==> config.mk <==
export PLATFORM = sky130hd
export DESIGN_NAME = alias_track
export DESIGN_NICKNAME = d
export VERILOG_FILES = /design/src/rtl/alias_pkg.sv /design/src/rtl/alias_tag_table.sv /design/src/rtl/alias_chk.sv /design/src/rtl/alias_region_ctl.sv /design/src/rtl/alias_track.sv
export SDC_FILE = /design/constraint.sdc
export NUM_CORES = 1
export LEC_CHECK = 0
export ABC_AREA = 1
export CORE_MARGIN = 3
export CORE_UTILIZATION = 43
export DETAILED_ROUTE_END_ITERATION = 10
export PLACE_DENSITY = 0.6
export SYNTH_ARGS = -nofsm -noshare
export SYNTH_HDL_FRONTEND = slang
export SYNTH_SLANG_ARGS = --single-unit
==> constraint.sdc <==
create_clock -name clk_i -period 9 [get_ports clk_i]
set_clock_uncertainty 0.15 [all_clocks]
set_input_delay 0.9 -clock clk_i [delete_from_list [all_inputs] [get_ports clk_i]]
set_output_delay 0.9 -clock clk_i [all_outputs]
set_load 0.02 [all_outputs]
==> src/rtl/alias_pkg.sv <==
package alias_pkg;
  typedef enum logic [2:0] {
    OP_LD        = 3'd0,
    OP_LD_MARK   = 3'd1,
    OP_CLR_MARK  = 3'd2,
    OP_ST        = 3'd3,
    OP_ST_CHK_R  = 3'd4,
    OP_ST_CHK_W  = 3'd5,
    OP_ST_CHK_RW = 3'd6,
    OP_NOP       = 3'd7
  } op_kind_e;

  typedef enum logic [1:0] {
    RC_NONE   = 2'd0,
    RC_BEGIN  = 2'd1,
    RC_COMMIT = 2'd2,
    RC_ABORT  = 2'd3
  } rgn_cmd_e;

  localparam logic [1:0] CAUSE_EXPLICIT = 2'd0;
  localparam logic [1:0] CAUSE_RD_ALIAS = 2'd1;
  localparam logic [1:0] CAUSE_WR_ALIAS = 2'd2;
  localparam logic [1:0] CAUSE_FULL     = 2'd3;
endpackage

==> src/rtl/alias_tag_table.sv <==
module alias_tag_table #(
  parameter int ENTRIES = 8,
  parameter int TAG_W   = 26
) (
  input  logic             clk_i,
  input  logic             rst_ni,
  input  logic [TAG_W-1:0] tag_i,
  input  logic             wr_en_i,
  input  logic             set_sr_i,
  input  logic             clr_sr_i,
  input  logic             set_sw_i,
  input  logic             flush_i,
  output logic             hit_o,
  output logic             hit_sr_o,
  output logic             hit_sw_o,
  output logic             full_o,
  output logic             empty_o
);
  localparam int IDX_W = (ENTRIES > 1) ? $clog2(ENTRIES) : 1;

  logic [TAG_W-1:0]   tag_q [ENTRIES];
  logic [ENTRIES-1:0] sr_q, sw_q, live, hit_vec;
  logic [IDX_W-1:0]   hit_idx, free_idx;

  assign live = sr_q | sw_q;

  for (genvar g = 0; g < ENTRIES; g++) begin : g_match
    assign hit_vec[g] = live[g] && (tag_q[g] == tag_i);
  end

  // lowest matching and lowest free slot
  always_comb begin
    hit_idx  = '0;
    free_idx = '0;
    for (int i = ENTRIES - 1; i >= 0; i--) begin
      if (hit_vec[i]) hit_idx = IDX_W'(i);
      if (!live[i])   free_idx = IDX_W'(i);
    end
  end

  assign hit_o    = |hit_vec;
  assign hit_sr_o = |(hit_vec & sr_q);
  assign hit_sw_o = |(hit_vec & sw_q);
  assign full_o   = &live;
  assign empty_o  = ~|live;

  always_ff @(posedge clk_i or negedge rst_ni) begin
    if (!rst_ni) begin
      sr_q <= '0;
      sw_q <= '0;
      for (int i = 0; i < ENTRIES; i++) tag_q[i] <= '0;
    end else if (flush_i) begin
      sr_q <= '0;
      sw_q <= '0;
    end else if (wr_en_i) begin
      if (hit_o) begin
        sr_q[hit_idx] <= (sr_q[hit_idx] | set_sr_i) & ~clr_sr_i;
        sw_q[hit_idx] <= sw_q[hit_idx] | set_sw_i;
      end else if (!full_o && (set_sr_i || set_sw_i)) begin
        tag_q[free_idx] <= tag_i;
        sr_q[free_idx]  <= set_sr_i;
        sw_q[free_idx]  <= set_sw_i;
      end
    end
  end

  a_r1_single_match: assert property (@(posedge clk_i) disable iff (!rst_ni)
    $onehot0(hit_vec));
  a_r8_flush_empties: assert property (@(posedge clk_i) disable iff (!rst_ni)
    flush_i |=> empty_o);
  a_r9_no_alloc_when_full: assert property (@(posedge clk_i) disable iff (!rst_ni)
    (wr_en_i && !flush_i && !hit_o && full_o) |=> $stable(live));
endmodule

==> src/rtl/alias_chk.sv <==
module alias_chk
  import alias_pkg::*;
(
  input  logic       active_i,
  input  logic       op_valid_i,
  input  logic [2:0] op_kind_i,
  input  logic       cmd_busy_i,
  input  logic       hit_i,
  input  logic       hit_sr_i,
  input  logic       hit_sw_i,
  input  logic       full_i,
  output logic       tbl_wr_o,
  output logic       set_sr_o,
  output logic       clr_sr_o,
  output logic       set_sw_o,
  output logic       chk_req_o,
  output logic       abort_o,
  output logic [1:0] cause_o
);
  op_kind_e kind;
  logic is_chk, is_store, need_slot, track, ovf, alias_r, alias_w;

  assign kind      = op_kind_e'(op_kind_i);
  assign is_chk    = kind inside {OP_ST_CHK_R, OP_ST_CHK_W, OP_ST_CHK_RW};
  assign is_store  = is_chk || (kind == OP_ST);
  assign need_slot = is_store || (kind == OP_LD_MARK);
  assign track     = op_valid_i && !cmd_busy_i && active_i;

  // marks are read before this store's own write mark lands
  assign ovf     = track && need_slot && !hit_i && full_i;
  assign alias_r = track && (kind inside {OP_ST_CHK_R, OP_ST_CHK_RW}) && hit_sr_i;
  assign alias_w = track && (kind inside {OP_ST_CHK_W, OP_ST_CHK_RW}) && hit_sw_i;

  assign abort_o   = ovf || alias_r || alias_w;
  assign cause_o   = ovf ? CAUSE_FULL : (alias_r ? CAUSE_RD_ALIAS : CAUSE_WR_ALIAS);
  assign tbl_wr_o  = track && !abort_o;
  assign set_sr_o  = (kind == OP_LD_MARK);
  assign clr_sr_o  = (kind == OP_CLR_MARK);
  assign set_sw_o  = is_store;
  assign chk_req_o = op_valid_i && is_chk;
endmodule

==> src/rtl/alias_region_ctl.sv <==
module alias_region_ctl
  import alias_pkg::*;
#(
  parameter int PC_W = 32
) (
  input  logic            clk_i,
  input  logic            rst_ni,
  input  logic [1:0]      rgn_cmd_i,
  input  logic [PC_W-1:0] rgn_pc_i,
  input  logic            chk_req_i,
  input  logic            op_abort_i,
  input  logic [1:0]      op_cause_i,
  output logic            flush_o,
  output logic            active_o,
  output logic            chk_valid_o,
  output logic            chk_abort_o,
  output logic            redirect_valid_o,
  output logic [PC_W-1:0] redirect_pc_o,
  output logic [1:0]      cause_o
);
  rgn_cmd_e cmd;
  logic begin_ok, commit_ok, xabort;

  assign cmd       = rgn_cmd_e'(rgn_cmd_i);
  assign begin_ok  = (cmd == RC_BEGIN)  && !active_o;
  assign commit_ok = (cmd == RC_COMMIT) && active_o;
  assign xabort    = (cmd == RC_ABORT)  && active_o;
  assign flush_o   = commit_ok || xabort || op_abort_i;

  always_ff @(posedge clk_i or negedge rst_ni) begin
    if (!rst_ni) begin
      active_o         <= 1'b0;
      chk_valid_o      <= 1'b0;
      chk_abort_o      <= 1'b0;
      redirect_valid_o <= 1'b0;
      redirect_pc_o    <= '0;
      cause_o          <= CAUSE_EXPLICIT;
    end else begin
      if (begin_ok) begin
        active_o      <= 1'b1;
        redirect_pc_o <= rgn_pc_i;
      end else if (flush_o) begin
        active_o <= 1'b0;
      end
      if (xabort)          cause_o <= CAUSE_EXPLICIT;
      else if (op_abort_i) cause_o <= op_cause_i;
      redirect_valid_o <= xabort || op_abort_i;
      chk_valid_o      <= chk_req_i;
      chk_abort_o      <= chk_req_i && op_abort_i;
    end
  end

  a_r7_redirect_idle: assert property (@(posedge clk_i) disable iff (!rst_ni)
    redirect_valid_o |-> !active_o);
  a_r7_pc_held: assert property (@(posedge clk_i) disable iff (!rst_ni)
    (active_o && $past(active_o)) |-> $stable(redirect_pc_o));
  a_r5_abort_reported: assert property (@(posedge clk_i) disable iff (!rst_ni)
    chk_abort_o |-> (chk_valid_o && redirect_valid_o));
  a_r11_explicit_cause: assert property (@(posedge clk_i) disable iff (!rst_ni)
    xabort |=> (redirect_valid_o && cause_o == CAUSE_EXPLICIT));
  a_r12_cmd_op_exclusive: assert property (@(posedge clk_i) disable iff (!rst_ni)
    !(xabort && op_abort_i));
endmodule

==> src/rtl/alias_track.sv <==
module alias_track
  import alias_pkg::*;
#(
  parameter int ADDR_W     = 32,
  parameter int PC_W       = 32,
  parameter int ENTRIES    = 8,
  parameter int LINE_BYTES = 64
) (
  input  logic              clk_i,
  input  logic              rst_ni,
  input  logic [1:0]        rgn_cmd_i,
  input  logic [PC_W-1:0]   rgn_pc_i,
  input  logic              op_valid_i,
  input  logic [2:0]        op_kind_i,
  input  logic [ADDR_W-1:0] op_addr_i,
  output logic              active_o,
  output logic              chk_valid_o,
  output logic              chk_abort_o,
  output logic              redirect_valid_o,
  output logic [PC_W-1:0]   redirect_pc_o,
  output logic [1:0]        cause_o
);
  localparam int OFS_W = $clog2(LINE_BYTES);
  localparam int TAG_W = ADDR_W - OFS_W;

  logic [TAG_W-1:0] tag;
  logic unused_ofs;
  logic hit, hit_sr, hit_sw, full, empty;
  logic tbl_wr, set_sr, clr_sr, set_sw, flush;
  logic chk_req, op_abort;
  logic [1:0] op_cause;

  assign tag        = op_addr_i[ADDR_W-1:OFS_W];
  assign unused_ofs = ^op_addr_i[OFS_W-1:0];

  alias_tag_table #(.ENTRIES(ENTRIES), .TAG_W(TAG_W)) u_tbl (
    .clk_i, .rst_ni, .tag_i(tag), .wr_en_i(tbl_wr), .set_sr_i(set_sr),
    .clr_sr_i(clr_sr), .set_sw_i(set_sw), .flush_i(flush),
    .hit_o(hit), .hit_sr_o(hit_sr), .hit_sw_o(hit_sw), .full_o(full), .empty_o(empty)
  );

  alias_chk u_chk (
    .active_i(active_o), .op_valid_i, .op_kind_i, .cmd_busy_i(rgn_cmd_i != RC_NONE),
    .hit_i(hit), .hit_sr_i(hit_sr), .hit_sw_i(hit_sw), .full_i(full),
    .tbl_wr_o(tbl_wr), .set_sr_o(set_sr), .clr_sr_o(clr_sr), .set_sw_o(set_sw),
    .chk_req_o(chk_req), .abort_o(op_abort), .cause_o(op_cause)
  );

  alias_region_ctl #(.PC_W(PC_W)) u_ctl (
    .clk_i, .rst_ni, .rgn_cmd_i, .rgn_pc_i, .chk_req_i(chk_req),
    .op_abort_i(op_abort), .op_cause_i(op_cause), .flush_o(flush),
    .active_o, .chk_valid_o, .chk_abort_o, .redirect_valid_o, .redirect_pc_o, .cause_o
  );

  a_r10_idle_empty: assert property (@(posedge clk_i) disable iff (!rst_ni)
    !active_o |-> empty);
  a_r10_idle_no_abort: assert property (@(posedge clk_i) disable iff (!rst_ni)
    !active_o |-> !op_abort);
endmodule

# After elaboration in Yosys (flattened, before gate mapping)
# Cells that the tools add are included.
op_classes:
  magnitude_cmp: 6
  eq_ne: 17
  n_mux: 45
  n_bitwise: 10
  n_reduce_logical: 53
ops:
  columns: ["cell", "count"]
  rows:
  - ["bitwise mux 208 bit", 1]
  - ["equality test 26 bit", 8]
  - ["demux 26 bit (select 3 bit)", 1]
  - ["two-way mux 8 bit", 8]
  - ["two-way mux 3 bit", 16]
  - ["bitwise mux 8 bit", 4]
  - ["logical AND 1 bit", 27]
  - ["two-way mux 26 bit", 1]
  - ["OR reduction 8 bit", 3]
  - ["bitwise AND 8 bit", 2]
  - ["nonzero test 2 bit", 6]
  - ["equality test 3 bit, second input constant", 3]
  - ["< comparator 3 x 4 -> 1 bit, second input constant", 2]
  - ["two-way mux 2 bit", 4]
  - ["OR 8 bit", 1]
  - ["AND reduction 8 bit", 1]
  - ["logical OR 1 bit", 7]
  - ["binary-select mux 1 bit (select 3 bit)", 2]
  - ["demux 1 bit (select 3 bit)", 2]
  - ["equality test 3 x 2 -> 1 bit, second input constant", 2]
  - ["greater-or-equal comparator 3 x 1 -> 1 bit, second input constant", 2]
  - ["two-way mux 1 bit", 6]
  - ["nonzero test 3 bit", 2]
  - ["zero test 1 bit", 5]
  - ["other kinds (11)", 15]
totals:
  register_bits: 262
  input_bits: 72
  output_inout_bits: 38

# Longest topological paths before layout
# Gate-level depths: netlist of run 1.
depth:
  word_depth: 18
  ltp_mapped: 27

# Modules after synthesis
# A second synthesis of run 1 with hierarchy kept.
unflattened:
  cells_unflattened: 2319
  hier_area_um2: 16224.3
by_module_without_submodules:
  columns: ["module", "n_inst", "cells_each", "area_each_um2", "seq_area_each_um2"]
  rows:
  - ["alias_tag_table", 1, 2118, 14505.2, 5605.4]
  - ["alias_region_ctl", 1, 168, 1562.7, 950.9]
  - ["alias_chk", 1, 30, 145.1, 0.0]
  - ["alias_track", 1, 3, 11.3, 0.0]

# Worst setup path before layout of run 1
# OpenSTA, ideal clock, no wires.
synth_timing:
  path_type: "input to register"
  start: "input op_addr_i[20]"
  end: "register u_tbl.tag_q[121] in the netlist's numbering"
  setup_ps: 124
  arrival_ps: 3349
  required_ps: 8726
  slack_ps: 5377
  cell_stages: 21
  n_path_buf: 3
  path_cell_list: "buf_4 -> clkinv_2 -> buf_6 -> nor2_1 -> nor2_1 -> nand2_1 -> nor2_1 -> nand2_1 -> nor2_2 -> inv_2 -> nand2_2 -> inv_2 -> nand2_2 -> inv_2 -> nand3_2 -> nand3_4 -> nor4_4 -> nand2_4 -> buf_2 -> nand2_1 -> o21ai_2"
synth_between:
  elab_chain_cells: 11
synth_rtl:
  columns: ["item", "line_no", "rtl"]
  rows:
  - ["start, declared", "alias_track.sv:15", "input logic [ADDR_W-1:0] op_addr_i,"]
  - ["equality test 26 bit", "alias_tag_table.sv:28", "assign hit_vec[g] = live[g] && (tag_q[g] == tag_i);"]
  - ["logical AND 1 bit", "alias_tag_table.sv:28", null]
  - ["OR reduction 8 bit", "alias_tag_table.sv:41", "assign hit_o = |hit_vec;"]
  - ["zero test 1 bit", "alias_chk.sv:30", "assign ovf = track && need_slot && !hit_i && full_i;"]
  - ["logical AND 1 bit (2 in series)", "alias_chk.sv:30", null]
  - ["logical OR 1 bit (2 in series)", "alias_chk.sv:34", "assign abort_o = ovf || alias_r || alias_w;"]
  - ["zero test 1 bit / logical OR 1 bit (equally long branches)", "alias_chk.sv:36, alias_region_ctl.sv:28", null]
  - ["logical AND 1 bit / NOT 1 bit (equally long branches)", null, null]
  - ["AND reduction 4 bit (no line) (*)", null, null]
  - ["end signal, assigned by index", "alias_tag_table.sv:60", "tag_q[free_idx] <= tag_i;"]
  - ["end, declared", "alias_tag_table.sv:21", "logic [TAG_W-1:0] tag_q [ENTRIES];"]
# Every way passes the cells marked *; elsewhere a longest branch is shown, timed or not.
# A chain may end at the register's enable or synchronous reset.

# Worst setup path after layout of run 1
layout_timing:
  start: "input op_addr_i[7]"
  end: "register u_tbl.tag_q[37] in the netlist's numbering"
# Same word-level chain as after synthesis.

==> summary.md, run 1 <==
| Metric | Value |
|---|---|
| Measured slew at the worst slew-check pin | `1.03 ns` |
| Slew headroom | `0.310` |
| Nets | `1907` |
| Largest net degree at the start of global routing | `140` |
| Die height | `191 microns` |
| CP most frequent cell | `nand2_1` |
| Via count | `11628` |
| First-pass GRT wire length | `63.1 mm` |
| Final Hold Fails | `0` |
| Share of cells above drive strength 1 | `0.152` |
| Final ANT Viol Nets | `0` |
| Post-CTS Resized | `0` |
| Core area | `33600 sq um` |
| Num CTS Buffers | `31` |
| Drt pass-1 iters | `5` |
| FMAX | `0.183 GHz` |
| Post-cts hold buffer count | `0` |
| Maximum VDD drop | `0.174 mV` |
| Core Util, Final | `0.493` |
| Avg WL per Cell | `17.5 microns` |
| EDFF count, synth | `0` |
| CP Data Arrival Time | `5.75 ns` |
| Type of the worst setup path | `in2reg` |
| Cell Area, Synth | `14700 sq um` |
| Slowest CP cell | `nor4_4` |
| Htree depth | `1` |
| Iteration-0 DRC Markers | `883` |
| GPL Wtd Cong | `0.866` |
| Reg2Reg Depth | `16` |
| Max stage delay on crit path | `1.05 ns` |
| Worst R2R Start | `u_tbl.sw_q[6]$_DFFE_PN0P_` |
| Clock Latency Late Sink | `0.57 ns` |
| Overall Global Routing Usage | `0.223` |
| Setup Viol. Count Final | `0` |
| Max FO, Critical Path | `52` |
| Sink Count | `262` |
| Worst-path clk slew | `0.06 ns` |
| Pleak | `7.50 nW` |
| CTS tree | `built` |
| Vias in the first global route | `11134` |
| Reg2Reg Capture Point | `u_tbl.tag_q[37]$_DFFE_PN0P_` |
| Element type at the critical path start | `input port` |
| Post-synthesis cell type count | `37` |
| Worst min path class | `in2async` |
| Fin. max-slew vios | `0` |
| Antenna violations before repair | `0` |
| Most frequent cells in the layout | `nand2_1, dfrtp_1, nor2_1, o21ai_2, inv_1` |
| GRT Residual Overflow | `0` |
| Drt drc | `0` |
| Mapped Nets | `1862` |
| Status | `finished, final reports clean` |
| Post-Synthesis Cells | `1790` |
| Area growth from synthesis to layout | `12.5%` |
| Pwr Density | `211 nW/um^2` |
| Critical Path Sink Type | `flip-flop` |
| Commonest non-fill, non-tap cell in the layout | `nand2_1` |
| Synth Area per Inst | `8.23 sq um` |
| Reg-to-reg slack, setup | `4.49 ns` |
| Post-route minimum period | `5.48 ns` |
| HPWL Detailed | `27.1 mm` |
| FP Rows | `67` |
| Main synth FF type | `dfrtp_1` |
| Post-CTS Repair Setup Buffers | `0` |
| Vias/cell | `5.04` |
| Die X | `191 microns` |
| Max-Cap Viols | `0` |
| Register area share after synthesis | `0.445` |
| # IOs | `110` |
| Clk buf depth | `3` |
| Die area | `36500 sq um` |
| Worst EP required | `9.28 ns` |
| Crit-path cells | `clkdlybuf4s50_1 > inv_2 > o21ai_0 > nor2_1 > nand2_1 > nor2_1 > nand2_1 > nor2_2 > inv_2 > nand2_2 > nor2_2 > nand2_2 > nor4_4 > nand2_4 > nand2_1 > o21ai_2` |
| Fin crit share | `0.608` |
| Async SR Flop Fraction | `1.00` |
| Root Buffer | `clkbuf_16` |
| Crit path from | `op_addr_i[7]` |
| Initial Util | `0.438` |
| Yosys warns | `0` |
| Drt total wl | `40.4 mm` |
| Flops & latches, synth | `262` |
| Setup_tns | `0 ns` |
| RSZ-0062 raised after global routing | `false` |
| N_diodes | `0` |
| Port buffer count | `103` |
per-stage QoR:
stage | setup slack, ns | cell area [sq um] | total power, W | hold WS [ns] | cells
after CTS | 3.51 | 16600 | 0.00353 | 0.334 | 2307
final | 3.52 | 16600 | 0.00350 | 0.236 | 2307
after global placement | 3.00 | 15600 | 0.00230 | 0.317 | 2250
after global routing | 3.17 | 16600 | 0.00368 | 0.347 | 2307
after detailed placement | 2.93 | 15600 | 0.00231 | 0.319 | 2250
after floorplan | 5.38 | 14700 | 0.00198 | 0.305 | 1790
worst max path at each step:
stage                                   endpoint  cells after the start
global placement      u_tbl.tag_q[9]$_DFFE_PN0P_                     16
floorplan           u_tbl.tag_q[121]$_DFFE_PN0P_                     21
finish               u_tbl.tag_q[37]$_DFFE_PN0P_                     16
global route          u_tbl.tag_q[2]$_DFFE_PN0P_                     19
CTS                  u_tbl.tag_q[37]$_DFFE_PN0P_                     16
detailed placement   u_tbl.tag_q[39]$_DFFE_PN0P_                     16
registers in the layout, summed over array words and instances (netlist names):
signal and flops:
u_tbl.tag_q 208, u_ctl.redirect_pc_o 32, u_tbl.sr_q 8, u_tbl.sw_q 8, u_ctl.cause_o 2, u_ctl.active_o 1, u_ctl.chk_abort_o 1, u_ctl.chk_valid_o 1
u_ctl.redirect_valid_o 1
cells in the mapped netlist, types with 2 or more instances:
| library cell | count | area, sq um |
|---|---|---|
| a21oi_1 | 22 | 110 |
| nor2_2 | 4 | 25.0 |
| nand2_4 | 8 | 90.1 |
| o21ai_0 | 34 | 170 |
| o21ai_2 | 134 | 1170 |
| nand2_1 | 576 | 2160 |
| buf_4 | 32 | 240 |
| buf_2 | 17 | 85.1 |
| inv_1 | 110 | 413 |
| dfrtp_1 | 262 | 6560 |
| inv_2 | 28 | 105 |
| xnor2_1 | 77 | 674 |
| xor2_1 | 34 | 298 |
| nand4_1 | 19 | 119 |
| nand3_1 | 57 | 285 |
| nand3b_1 | 5 | 37.5 |
| nand2_2 | 8 | 50.1 |
| nor2_1 | 160 | 601 |
| clkbuf_1 | 8 | 30.0 |
| o21ai_1 | 99 | 495 |
| nand3_2 | 2 | 20.0 |
| buf_6 | 38 | 428 |
| or2_2 | 6 | 37.5 |
| mux2_2 | 32 | 360 |
| nor3_1 | 4 | 20.0 |
| nor2_4 | 2 | 22.5 |
| nand3_4 | 2 | 35.0 |
layout make-up:
| type | count | area [sq um] |
|---|---|---|
| Multi-Input combinational cell | 1293 | 6860 |
| Inverter | 139 | 523 |
| Sequential cell | 262 | 6560 |
| Clock buffer | 49 | 933 |
| Clock inverter | 8 | 53.8 |
| Tap cell | 448 | 561 |
| Fill cell | 3265 | 17000 |
| Timing Repair Buffer | 108 | 1090 |
worst max-delay path: cells and delay by family:
family | cells | cell delay (ns)
AOI/OAI and AO/OA | 2 | 0.34
buffers and inverters | 3 | 1.33
and+or+nand+nor | 11 | 3.04
power breakdown:
group / total (W) / switching [W] / internal [W]
sequential: 0.00145 / 0.000104 / 0.00134
combinational: 0.000846 / 0.000479 / 0.000367
clock: 0.00121 / 0.000500 / 0.000708
metal layers:
| metal | GRT usage | vias to the layer above | wire, microns |
|---|---|---|---|
| li1 | - | 5771 | - |
| met1 | 0.310 | 5485 | 18400 |
| met2 | 0.361 | 291 | 18500 |
| met3 | 0.0363 | 81 | 2200 |
| met4 | 0.0646 | 0 | 1230 |
| met5 | 0 | - | 0 |
logic make-up (layout without fill, tap and decap cells):
logic type	Yosys count	count (layout)	share of synthesized area
AO/OA/AOI/OAI	293	293	0.134
XOR/XNOR	111	111	0.0660
buffers and inverters	235	304	0.0890
flip-flops	262	262	0.445
multiplexers	32	32	0.0245
AND/OR/NAND/NOR	857	857	0.241
(Power assumes the default switching activity.)
==> run 2: changes to the inputs <==
--- a/config.mk
+++ b/config.mk
@@ -9,7 +9,7 @@
 export CORE_MARGIN = 3
 export CORE_UTILIZATION = 43
 export DETAILED_ROUTE_END_ITERATION = 10
-export PLACE_DENSITY = 0.6
+export PLACE_DENSITY = 0.62
 export SYNTH_ARGS = -nofsm -noshare
 export SYNTH_HDL_FRONTEND = slang
 export SYNTH_SLANG_ARGS = --single-unit
==> constraint.sdc (replaced) <==
create_clock -name clk_i -period 4.7 [get_ports clk_i]
set_clock_uncertainty 0.15 [all_clocks]
set_input_delay 0.47 -clock clk_i [delete_from_list [all_inputs] [get_ports clk_i]]
set_output_delay 0.47 -clock clk_i [all_outputs]
set_load 0.02 [all_outputs]
==> run 2 against run 1 <==
Power is 98% higher; count of clock-buffer cells in the layout is 5 lower; design area is 3.6% higher; core utilization is 1.8 points higher; critical path type unchanged; critical endpoint is now u_tbl.sw_q[5]$_DFFE_PN0P_; highest routed layer unchanged.
==> summary.md, run 2 (synthesis gave the netlist of run 1 again) <==
| Metric | Value |
|---|---|
| Htree depth | `1` |
| GPL Wtd Cong | `0.876` |
| Largest net degree at the start of global routing | `132` |
| Via count | `11867` |
| FF+latch area | `6560 sq um` |
| N_diodes | `0` |
| Port buffer count | `103` |
| Vias in the first global route | `11252` |
| Max FO, Critical Path | `21` |
| RSZ-0062 raised after global routing | `false` |
| Setup_tns | `0 ns` |
| Iteration-0 DRC Markers | `870` |
| GRT Residual Overflow | `0` |
| Fin area | `17200 sq um` |
| CP most frequent cell | `nand2_1` |
| Drt drc | `0` |
| Post-CTS Resized | `0` |
| Type of the worst setup path | `in2reg` |
| Slew headroom | `0.294` |
| Maximum VDD drop | `0.385 mV` |
| Drt pass-1 iters | `5` |
| Placed Area | `16100 sq um` |
| Post-route minimum period | `3.64 ns` |
| Most frequent cells in the layout | `nand2_1, dfrtp_1, nor2_1, o21ai_2, inv_1` |
| Initial Util | `0.438` |
| Area growth from synthesis to layout | `16.6%` |
| Nets | `1961` |
| Die area | `36500 sq um` |
| First-pass GRT wire length | `63.8 mm` |
| Vias/cell | `5.03` |
| FILL cells | `3187` |
| Final Hold Fails | `0` |
| Worst min path class | `in2reg` |
| Max stage delay on crit path | `0.58 ns` |
| Flip-flop count of the largest register after layout | `208` |
| Antenna violations before repair | `0` |
| Sink Count | `262` |
| Post-cts hold buffer count | `1` |
| Crit-path leading delay family | `simple AND/OR/NAND/NOR gates` |
| Element type at the critical path start | `input port` |
| Die X | `191 microns` |
| Multi-input gate area | `6860 sq um` |
| Avg WL per Cell | `17.3 microns` |
| Slowest CP cell | `clkdlybuf4s50_1` |
| Setup Viol. Count Final | `0` |
| Final ANT Viol Nets | `0` |
| Clock Latency Late Sink | `0.57 ns` |
| Measured slew at the worst slew-check pin | `1.06 ns` |
| Fin crit share | `0.774` |
| Root Buffer | `clkbuf_16` |
| FMAX | `0.275 GHz` |
| Worst Path Buf+Inv | `6` |
| Share of cells above drive strength 1 | `0.178` |
| Final hold slack | `0.332 ns` |
| Pwr Density | `403 nW/um^2` |
| Drt total wl | `40.9 mm` |
| Largest reg by FF count | `u_tbl.tag_q` |
| # IOs | `110` |
| Die height | `191 microns` |
| CTS tree | `built` |
| Commonest non-fill, non-tap cell in the layout | `nand2_1` |
| Num CTS Buffers | `30` |
| Worst EP required | `4.99 ns` |
| Max-Cap Viols | `0` |
| HPWL Detailed | `28.6 mm` |
| DP Worst Slack | `0.546 ns` |
| CP Data Arrival Time | `3.93 ns` |
| Pleak | `7.85 nW` |
| Fin. max-slew vios | `0` |
| FP Rows | `67` |
| Largest registers | `u_tbl.tag_q (208), u_ctl.redirect_pc_o (32)` |
| Setup ws final | `1.06 ns` |
| Clk buf depth | `3` |
| Overall Global Routing Usage | `0.225` |
| Critical Path Sink Type | `flip-flop` |
| Post-CTS Repair Setup Buffers | `0` |
| Status | `finished, final reports clean` |
| Worst-path clk slew | `0.06 ns` |
| Core area | `33600 sq um` |
==> run 2: changes by cell type in the layout (fill, tap and decap cells not counted), sizes merged <==
| cell | change |
|---|---|
| buf | +54 |
| bufinv | +3 |
| clkbuf | -5 |
| clkinv | +4 |
| dlygate4sd3 | +1 |
| inv | -3 |
==> run 2: worst paths after layout <==
check	slack [ns]	cells after the start	startpoint	end
worst max-delay path	1.06	27	op_addr_i[23]	u_tbl.sw_q[5]$_DFFE_PN0P_
worst min-delay path	0.33	3	op_valid_i	u_ctl.chk_valid_o$_DFF_PN0_
worst max register to register	1.31	21	u_tbl.tag_q[58]$_DFFE_PN0P_	u_tbl.sr_q[4]$_DFFE_PN0P_
worst min register to register	0.33	2	u_tbl.tag_q[180]$_DFFE_PN0P_	u_tbl.tag_q[180]$_DFFE_PN0P_
max in group asynchronous	2.84	3	rst_ni	u_tbl.tag_q[49]$_DFFE_PN0P_
min in group asynchronous	0.45	2	rst_ni	u_tbl.tag_q[21]$_DFFE_PN0P_
==> run 2: stage by stage <==
step	total power [W]	instances	utilization
3_5_place_dp	0.00450	2304	0.479
4_1_cts	0.00699	2361	0.511
2_1_floorplan	0.00380	1790	-
5_1_grt	0.00724	2361	0.511
3_3_place_gp	0.00446	2304	0.479
6_report	0.00691	2361	0.511
==> run 2: worst min-delay path: stages <==
cell             delay, ns
clkdlybuf4s50_1       0.39
inv_1                 0.07
nor2_1                0.06
==> run 2: area by class of cell <==
cell class	count	area share
Inverter	139	0.0305
Timing Repair Buffer	163	0.0940
Sequential cell	262	0.382
Multi-Input combinational cell	1293	0.400
Tap cell	448	0.0327
Clock inverter	12	0.00868
Clock buffer	44	0.0526
==> run 2: power breakdown <==
group	switching [W]	internal [W]	total, W
registers	0.000200	0.00257	0.00277
logic	0.000948	0.000743	0.00169
clock network	0.000964	0.00149	0.00245
==> run 2: per-layer routing <==
layer | track usage | wire [microns] | share of wire | up-vias
li1 | - | - | - | 5886
met1 | 0.321 | 19100 | 0.47 | 5652
met2 | 0.353 | 18500 | 0.45 | 269
met3 | 0.0332 | 2060 | 0.050 | 60
met4 | 0.0714 | 1230 | 0.030 | 0
met5 | 0 | 0 | 0 | -
==> run 3: changes to the inputs <==
==> constraint.sdc (replaced) <==
create_clock -name clk_i -period 3.3 [get_ports clk_i]
set_clock_uncertainty 0.15 [all_clocks]
set_input_delay 0.33 -clock clk_i [delete_from_list [all_inputs] [get_ports clk_i]]
set_output_delay 0.33 -clock clk_i [all_outputs]
set_load 0.02 [all_outputs]
==> run 3 against run 2 <==
Sequential power grew 42%; setup slack got worse by 0.84 ns; worst hold slack worse by 0.26 ns; flip-flop and latch count unchanged; first-iteration DRC count rose by 2.0%; die area stayed put; register-to-register slack worse by 1.1 ns; sequential share of layout area shrank 2.9 points; combinational power grew 58%; non-clock buffer count rose by 165; critical endpoint is now u_tbl.tag_q[50]$_DFFE_PN0P_; highest routed layer unchanged.
==> summary.md, run 3 (synthesis gave the netlist of run 1 again) <==
| Metric | Value |
|---|---|
| Status | `finished, final reports clean` |
| DP Worst Slack | `-0.545 ns` |
| Initial Util | `0.438` |
| Final Hold Fails | `0` |
| Drt drc | `0` |
| N_diodes | `0` |
| Die height | `191 microns` |
| Fin crit share | `0.932` |
| Element type at the critical path start | `input port` |
| Setup ws final | `0.223 ns` |
| Type of the worst setup path | `in2reg` |
| Root Buffer | `clkbuf_16` |
| Clk buf depth | `3` |
| Pwr Density | `522 nW/um^2` |
| Measured slew at the worst slew-check pin | `0.827 ns` |
| CTS tree | `built` |
| Nets | `2126` |
| Largest reg by FF count | `u_tbl.tag_q` |
| Antenna violations before repair | `0` |
| Final ANT Viol Nets | `0` |
| Post-route minimum period | `3.08 ns` |
| Worst-path clk slew | `0.06 ns` |
| # IOs | `110` |
| FP Rows | `67` |
| Max-Cap Viols | `0` |
| FILL cells | `3081` |
| Die X | `191 microns` |
| Pleak | `8.70 nW` |
| Flip-flop count of the largest register after layout | `208` |
| Drt pass-1 iters | `5` |
| Clock Latency Late Sink | `0.57 ns` |
| RSZ-0062 raised after global routing | `false` |
| Placed Cells | `2469` |
| First-pass GRT wire length | `69.0 mm` |
| Fin. max-slew vios | `0` |
| Hold path depth | `3` |
| Port buffer count | `103` |
| CP most frequent cell | `nand2_1` |
| GPL Wtd Cong | `0.884` |
| HPWL Detailed | `33.3 mm` |
| Iteration-0 DRC Markers | `887` |
| Via count | `12544` |
| Avg WL per Cell | `17.5 microns` |
| Largest net degree at the start of global routing | `83` |
| FMAX | `0.325 GHz` |
| Num CTS Buffers | `30` |
| Worst EP required | `3.64 ns` |
| Htree depth | `1` |
| Worst min path class | `in2reg` |
| GRT Residual Overflow | `0` |
| Vias in the first global route | `12304` |
| Share of cells above drive strength 1 | `0.243` |
| Critical Path Sink Type | `flip-flop` |
| Max FO, Critical Path | `33` |
| Core area | `33600 sq um` |
| Area growth from synthesis to layout | `26.0%` |
| Non-Filler Instances | `2522` |
| Setup_tns | `0 ns` |
| Most frequent cells in the layout | `nand2_1, dfrtp_1, buf_4, nor2_1, o21ai_2` |
| Slowest CP cell | `clkdlybuf4s50_1` |
| Vias/cell | `4.97` |
| CP Data Arrival Time | `3.42 ns` |
| Sink Count | `262` |
| Die area | `36500 sq um` |
| Maximum VDD drop | `0.480 mV` |
| Max stage delay on crit path | `0.58 ns` |
| Setup Viol. Count Final | `0` |
| Commonest non-fill, non-tap cell in the layout | `nand2_1` |
| Reg2Reg Depth | `20` |
| Slew headroom | `0.447` |
| Drt total wl | `44.1 mm` |
| Overall Global Routing Usage | `0.242` |
| Largest registers | `u_tbl.tag_q (208), u_ctl.redirect_pc_o (32)` |
| Crit-path cells | `clkdlybuf4s50_1 > clkinv_2 > buf_4 > nand2_1 > nand2_1 > nor2_1 > nand3_1 > nor2_1 > nand2_1 > nor2_2 > buf_4 > buf_4 > nand2_1 > o21ai_0 > nor2_1 > nand2_1 > nand2_2 > nand3_4 > nor4_4 > buf_12 > nand2_4 > buf_12 > nand2_1 > o21ai_2` |
## run 3: cell count changes in the layout (fill, tap and decap cells not counted), sizes merged
| cell | before | now |
|---|---|---|
| clkdlybuf4s50 | 102 | 99 |
| clkinvlp | 1 | 0 |
| clkinv | 9 | 7 |
| dlymetal6s2s | 0 | 3 |
| clkbuf | 44 | 46 |
| buf | 60 | 225 |
| bufinv | 3 | 0 |
## run 3: metal layers
layer | share of wire | routed length, microns | GRT usage | up-vias
li1 | - | - | - | 6197
met1 | 0.45 | 19700 | 0.337 | 5952
met2 | 0.46 | 20500 | 0.390 | 316
met3 | 0.054 | 2370 | 0.0354 | 79
met4 | 0.035 | 1540 | 0.0779 | 0
met5 | 0 | 0 | 0 | -
## run 3: critical path: cells and delay by family
family | cells | cell delay, ns
AOI/OAI and AO/OA | 2 | 0.17
buffers and inverters | 7 | 1.54
and+or+nand+nor | 15 | 1.32
## run 3: per-stage QoR
step	power (W)	util	instance area, sq um	hold WS, ns
final	0.00969	0.552	18600	0.0754
after global routing	0.0102	0.552	18600	0.0863
after CTS	0.00976	0.550	18500	0.175
after detailed placement	0.00665	0.524	17600	0.225
after global placement	0.00660	0.524	17600	0.236
after floorplan	0.00541	-	14700	-0.116
## run 3: area by class of cell
cell class	count	area, sq um	share of cell area
timing repair buffer	328	3120	0.168
clock buffer	46	851	0.0459
inverter	139	523	0.0282
multi-input combinational	1293	6900	0.372
tap	448	561	0.0302
clock inverter	6	41.3	0.00223
sequential	262	6560	0.353
## run 3: report_power, final
group          leakage (nW)  internal (W)  switching [W]
logic                  4.71       0.00124        0.00143
clock network         0.439       0.00176        0.00132
registers              3.55       0.00366       0.000282
total                  8.70       0.00666        0.00303
## run 3: final timing paths
kind	from	to	slack, ns
hold / removal	op_addr_i[21]	u_tbl.tag_q[41]$_DFFE_PN0P_	0.08
hold reg to reg	u_tbl.tag_q[180]$_DFFE_PN0P_	u_tbl.tag_q[180]$_DFFE_PN0P_	0.33
setup / recovery	op_addr_i[20]	u_tbl.tag_q[50]$_DFFE_PN0P_	0.22
min in group asynchronous	rst_ni	u_tbl.tag_q[21]$_DFFE_PN0P_	0.19
setup reg to reg	u_tbl.sw_q[4]$_DFFE_PN0P_	u_tbl.tag_q[58]$_DFFE_PN0P_	0.22
max in group asynchronous	rst_ni	u_tbl.tag_q[32]$_DFFE_PN0P_	1.80
## run 3: what timing repair did
action,CTS,global route
hold buffers,1,0
buffers inserted,0,0
resized for setup,0,18
setup endpoints to repair,0,21
hold endpoints to repair,77,0
